File: src/rtl/e1s_pkg.sv
package e1s_pkg;
  localparam int TS_W   = 8;
  localparam int SA_N   = 5;
  localparam int SI_BIT = 7;
  localparam int FIX_BIT = 6;
  localparam int A_BIT  = 5;
  localparam logic [6:0] FAS_PAT = 7'b0011011;
endpackage

File: src/rtl/e1s_rx_capture.sv
module e1s_rx_capture #(
  parameter int W = e1s_pkg::TS_W
) (
  input  logic         clk,
  input  logic         rst_n,
  input  logic         in_valid,
  input  logic         in_align,
  input  logic [W-1:0] in_data,
  output logic [W-1:0] align_word,
  output logic [W-1:0] nalign_word,
  output logic         commit,
  output logic         pulse
);
  logic         pend_q, pend_d;
  logic [W-1:0] pdata_q, pdata_d;
  logic [W-1:0] align_q, align_d, nalign_q, nalign_d;
  logic         pulse_q;
  logic         take_align;

  always_comb begin
    take_align = in_valid & in_align;
    commit     = in_valid & ~in_align & pend_q;
    pend_d     = pend_q;
    pdata_d    = pdata_q;
    align_d    = align_q;
    nalign_d   = nalign_q;
    if (take_align) begin
      pend_d  = 1'b1;
      pdata_d = in_data;
    end else if (commit) begin
      pend_d   = 1'b0;
      align_d  = pdata_q;
      nalign_d = in_data;
    end
  end

  always_ff @(posedge clk or negedge rst_n) begin
    if (!rst_n) begin
      pend_q   <= 1'b0;
      pdata_q  <= '0;
      align_q  <= '0;
      nalign_q <= '0;
      pulse_q  <= 1'b0;
    end else begin
      pend_q   <= pend_d;
      pdata_q  <= pdata_d;
      align_q  <= align_d;
      nalign_q <= nalign_d;
      pulse_q  <= commit;
    end
  end

  assign align_word  = align_q;
  assign nalign_word = nalign_q;
  assign pulse       = pulse_q;
endmodule

File: src/rtl/e1s_tx_build.sv
module e1s_tx_build #(
  parameter int W  = e1s_pkg::TS_W,
  parameter int SN = e1s_pkg::SA_N
) (
  input  logic          clk,
  input  logic          rst_n,
  input  logic [W-1:0]  host_align,
  input  logic [W-1:0]  host_nalign,
  input  logic          req,
  input  logic          req_align,
  input  logic          si_ovr,
  input  logic          ext_si,
  input  logic [SN-1:0] sa_en,
  input  logic [SN-1:0] ext_sa,
  output logic          sample_evt,
  output logic          valid,
  output logic [W-1:0]  data,
  output logic          pulse
);
  import e1s_pkg::*;

  logic [W-1:0]  samp_q, samp_d;
  logic [W-1:0]  data_q, data_d;
  logic          valid_q, pulse_q;
  logic [W-1:0]  src;
  logic [SN-1:0] sa_mix;
  logic          si_bit;
  logic [W-1:0]  built;

  genvar gi;
  generate
    for (gi = 0; gi < SN; gi++) begin : g_sa
      assign sa_mix[gi] = sa_en[gi] ? ext_sa[gi] : src[gi];
    end
  endgenerate

  always_comb begin
    sample_evt = req & req_align;
    src        = sample_evt ? host_nalign : samp_q;
    samp_d     = src;
    si_bit     = si_ovr ? ext_si : (req_align ? host_align[SI_BIT] : src[SI_BIT]);
    if (req_align) begin
      built = {si_bit, FAS_PAT};
    end else begin
      built          = '0;
      built[SI_BIT]  = si_bit;
      built[FIX_BIT] = 1'b1;
      built[A_BIT]   = src[A_BIT];
      built[SN-1:0]  = sa_mix;
    end
    data_d = req ? built : data_q;
  end

  always_ff @(posedge clk or negedge rst_n) begin
    if (!rst_n) begin
      samp_q  <= '0;
      data_q  <= '0;
      valid_q <= 1'b0;
      pulse_q <= 1'b0;
    end else begin
      samp_q  <= samp_d;
      data_q  <= data_d;
      valid_q <= req;
      pulse_q <= sample_evt;
    end
  end

  assign valid = valid_q;
  assign data  = data_q;
  assign pulse = pulse_q;
endmodule

File: src/rtl/e1s_sticky.sv
module e1s_sticky (
  input  logic clk,
  input  logic rst_n,
  input  logic set,
  input  logic ack,
  output logic flag
);
  logic flag_q, flag_d;

  always_comb flag_d = set | (flag_q & ~ack);

  always_ff @(posedge clk or negedge rst_n) begin
    if (!rst_n) flag_q <= 1'b0;
    else        flag_q <= flag_d;
  end

  assign flag = flag_q;
endmodule

File: src/rtl/e1s_ts0_access.sv
module e1s_ts0_access #(
  parameter int W  = e1s_pkg::TS_W,
  parameter int SN = e1s_pkg::SA_N
) (
  input  logic          clk,
  input  logic          rst_n,
  input  logic          rx_ts0_valid,
  input  logic          rx_ts0_align,
  input  logic [W-1:0]  rx_ts0_data,
  input  logic          rx_af_ack,
  input  logic [W-1:0]  host_tx_align,
  input  logic [W-1:0]  host_tx_nalign,
  input  logic          tx_ts0_req,
  input  logic          tx_ts0_align,
  input  logic          si_from_serial,
  input  logic          crc4_en,
  input  logic          ebit_auto_en,
  input  logic          ext_si,
  input  logic [SN-1:0] sa_src_en,
  input  logic [SN-1:0] ext_sa,
  input  logic          tx_af_ack,
  output logic [W-1:0]  rx_align_word,
  output logic [W-1:0]  rx_nalign_word,
  output logic          rx_af_pulse,
  output logic          rx_af_flag,
  output logic          tx_ts0_valid,
  output logic [W-1:0]  tx_ts0_data,
  output logic          tx_af_pulse,
  output logic          tx_af_flag
);
  logic rx_commit;
  logic tx_sample;
  logic si_ovr;

  assign si_ovr = si_from_serial | crc4_en | ebit_auto_en;

  e1s_rx_capture #(.W(W)) u_rx (
    .clk(clk), .rst_n(rst_n),
    .in_valid(rx_ts0_valid), .in_align(rx_ts0_align), .in_data(rx_ts0_data),
    .align_word(rx_align_word), .nalign_word(rx_nalign_word),
    .commit(rx_commit), .pulse(rx_af_pulse)
  );

  e1s_tx_build #(.W(W), .SN(SN)) u_tx (
    .clk(clk), .rst_n(rst_n),
    .host_align(host_tx_align), .host_nalign(host_tx_nalign),
    .req(tx_ts0_req), .req_align(tx_ts0_align),
    .si_ovr(si_ovr), .ext_si(ext_si),
    .sa_en(sa_src_en), .ext_sa(ext_sa),
    .sample_evt(tx_sample), .valid(tx_ts0_valid),
    .data(tx_ts0_data), .pulse(tx_af_pulse)
  );

  e1s_sticky u_rx_flag (
    .clk(clk), .rst_n(rst_n), .set(rx_commit), .ack(rx_af_ack), .flag(rx_af_flag)
  );

  e1s_sticky u_tx_flag (
    .clk(clk), .rst_n(rst_n), .set(tx_sample), .ack(tx_af_ack), .flag(tx_af_flag)
  );
endmodule

File: config.mk
export PLATFORM = sky130hd
export DESIGN_NAME = e1s_ts0_access
export DESIGN_NICKNAME = d
export VERILOG_FILES = /design/src/rtl/e1s_pkg.sv /design/src/rtl/e1s_rx_capture.sv /design/src/rtl/e1s_tx_build.sv /design/src/rtl/e1s_sticky.sv /design/src/rtl/e1s_ts0_access.sv
export SDC_FILE = /design/constraint.sdc
export NUM_CORES = 1
export LEC_CHECK = 0
export BUFFER_PORTS_ARGS = -buffer_cell sky130_fd_sc_hd__buf_2
export CAP_MARGIN = 5
export CORE_MARGIN = 2
export CORE_UTILIZATION = 50
export CTS_BUF_LIST = sky130_fd_sc_hd__clkbuf_4 sky130_fd_sc_hd__clkbuf_8 sky130_fd_sc_hd__clkbuf_16
export CTS_CLUSTER_DIAMETER = 50
export CTS_CLUSTER_SIZE = 12
export DETAILED_ROUTE_END_ITERATION = 7
export PLACE_DENSITY = 0.86
export SLEW_MARGIN = 20
export SYNTH_ARGS = -nofsm -noshare
export SYNTH_HDL_FRONTEND = slang
export SYNTH_SLANG_ARGS = --single-unit
File: constraint.sdc
create_clock -name clk -period 2.5 [get_ports clk]
set_clock_uncertainty 0.2 [all_clocks]
set_input_delay 0.5 -clock clk [delete_from_list [all_inputs] [get_ports clk]]
set_output_delay 0.5 -clock clk [all_outputs]
set_load 0.02 [all_outputs]
==> flow_metrics.tcl <==
set metrics [dict create \
    syn_area_per_cell_um2 15.63 \
    area_delta_synth_final_pct 27.16 \
    yosysSeqAreaShare_pct 64.33 \
    power_mw 1.898 \
    max_slew_margin_pct 35.74 \
    rsz0062_at_grt "no" \
    fp.dieW_um 63.17 \
    place_inst 222 \
    drive_above_1_share_pct 60.33 \
    insertedDiodeCount 0 \
    async_flop_share_pct 100.0 \
    antenna_found_initial 0 \
    place_hpwl_um 2462 \
    layout.area.seq_um2 1126 \
    worst-setup-path-type "reg -> out" \
    htree_num_levels 2 \
    drv_slew 0 \
    overflow 0 \
    yosysMostFrequentCell "dfrtp_1" \
    cts_sinks 45 \
    cts_max_path_buffers 2 \
    detail-route-antenna-nets 0 \
    cp.buffers_inverters 1 \
    synth.top_cell.area_share_pct 64.33 \
    initial_core_util_pct 52.46 \
    ys.warnings.count 0 \
    pin_count 75 \
    path_clk_slew_ps 130 \
    grt_use_total_pct 18.88 \
    root_buffer "clkbuf_4" \
    fin_cells 230 \
    tns_ps 0 \
    die_y_um 63.17 \
    post_cts_buffers 0 \
    period_share_pct 65.02 \
    ir_drop_mv 0.5321 \
    cts_resized 0 \
    cp_max_fo 2 \
    crit_chain "buf_2" \
    hold_class "in -> async" \
    die-area_um2 3990 \
    rows 21 \
    max_freq_mhz 615.2 \
    synth-seq-cells 45 \
    synth_flop_cell "dfrtp_1" \
    power_density_nw_per_um2 852.6 \
    synth_common_cells "dfrtp_1, mux2_2, inv_1, mux2_4, o21ai_0" \
    critPathRequiredTime_ps 1800 \
    numCtsBuffers 5 \
    status "completed" \
    first_iter_violations 54 \
    setup_viol 0 \
    crit_path_start_kind "flip-flop" \
    fin_hold_ws_ps 82.59 \
    synth_edf_count 0 \
    synth_area_leader_cell "dfrtp_1" \
    place.port_buffers 66 \
    num_vias 1147 \
    finalWirelength_um 3394 \
    crit_slowest_cell "dfrtp_1" \
    grt_max_degree 46 \
    r2r_slack_ps 1110 \
    multi_input_area_um2 575.6 \
    cts_hold_buf 0 \
    route.detailed.drc 0 \
    end_kind "output port" \
    synth_area_leaders "dfrtp_1, mux2_2, mux2_4" \
    synthCells 112 \
    fill_cells 260 \
    synth_cell_types 17 \
    syn_nets 158 \
    gp_congestion 0.7415 \
    drv_cap 0 \
    fp.coreArea_um2 3337 \
    grt_pass1_wl_um 5782 \
    grt_pass1_vias 1251 \
    detail_route.first_pass.iterations 5 \
    hold_violations 0 \
    arrival_ps 930 \
    critPathTopFamily "flip-flops" \
    fin_nets 229 \
    tightest_slew_ps 963.9 \
    clkLatencyLatePin_ps 340 \
    wl_per_cell_um 14.76 \
    syn_area_um2 1750 \
    period_minus_slack_ps 1625 \
    cts_tree "built" \
    vias_per_cell 4.987 \
    total_leakage_power_nw 1.139 \
    timing.critical_path.slowest_cell_delay_ps 410 \
]
==> per-layer routing <==
layer	wire (um)	GRT usage, %	part of all wire, %	vias up
met5	0	0	0	-
met4	84	7.880	2.5	0
met3	159	4.286	4.7	8
met2	1836	33.11	54	35
met1	1314	22.37	39	570
li1	-	-	-	534
==> kinds of logic after synthesis <==
| group | after synthesis | synth area share (%) |
|---|---|---|
| DFF | 45 | 64.33 |
| buffers and inverters | 11 | 2.787 |
| muxes | 37 | 25.45 |
| AOI/OAI and AO/OA | 11 | 4.289 |
| and+or+nand+nor | 8 | 3.145 |
==> cell usage in the layout, fill, tap and decap left out <==
| master | Yosys | final |
|---|---|---|
| bufinv_16 | 0 | 2 |
| mux2i_1 | 1 | 1 |
| nand3_1 | 1 | 1 |
| o21ai_0 | 5 | 5 |
| nand2_1 | 3 | 3 |
| mux2_2 | 28 | 28 |
| mux2_4 | 8 | 8 |
| nand3b_4 | 1 | 1 |
| nor3_1 | 1 | 1 |
| nand3b_1 | 1 | 1 |
| dfrtp_1 | 45 | 45 |
| o22ai_1 | 1 | 1 |
| inv_1 | 9 | 9 |
| o221ai_1 | 1 | 1 |
| nand2b_1 | 1 | 1 |
| o22a_1 | 4 | 4 |
| clkbuf_4 | 0 | 5 |
| clkinv_2 | 0 | 1 |
| buf_2 | 0 | 66 |
==> power breakdown <==
group | switching [mW] | leakage (nW) | internal [mW]
Combinational | 0.232 | 0.551 | 0.209
Sequential | 0.0650 | 0.533 | 0.856
Clock | 0.226 | 0.0552 | 0.310
Total | 0.523 | 1.14 | 1.37
==> per-stage QoR <==
| step | worst slack [ps] | cell area [um^2] | utilization [%] |
|---|---|---|---|
| 3_3_place_gp | 821.9 | 2123 | 63.63 |
| 6_report | 874.5 | 2226 | 66.70 |
| 4_1_cts | 854.7 | 2226 | 66.70 |
| 3_5_place_dp | 804.9 | 2123 | 63.63 |
| 5_1_grt | 804.5 | 2226 | 66.70 |
| 2_1_floorplan | 1023 | 1750 | - |
==> flip-flops by register name, summed over array words and instances (netlist names), named ones only <==
signal            cells
u_rx.align_word       8
u_rx.nalign_word      8
u_rx.pdata_q          8
u_rx.pend_q           1
u_rx.pulse            1
u_rx_flag.flag        1
u_tx.data             8
u_tx.pulse            1
u_tx.samp_q           6
u_tx.valid            1
u_tx_flag.flag        1
==> path summary, 6_finish.rpt <==
path,startpoint,to,cells after the start
max,u_rx.align_word[2],rx_align_word[2],1
min,rst_n,u_tx.data[5],1
max reg2reg,u_rx.pend_q,u_rx.nalign_word[4],2
min reg2reg,u_tx.data[0],u_tx.data[0],1
max in group asynchronous,rst_n,u_tx.data[3],1
min in group clk,rx_af_ack,u_rx_flag.flag,2
==> area by class of cell <==
class | count | area share (%)
clock buffers | 5 | 1.686
multi-input cells | 56 | 25.86
flip-flops and latches | 45 | 50.59
clock inverters | 3 | 2.923
inverters | 9 | 1.518
well taps | 46 | 2.586
repair buffers | 66 | 14.84
Power figures use the tool's default switching activity.
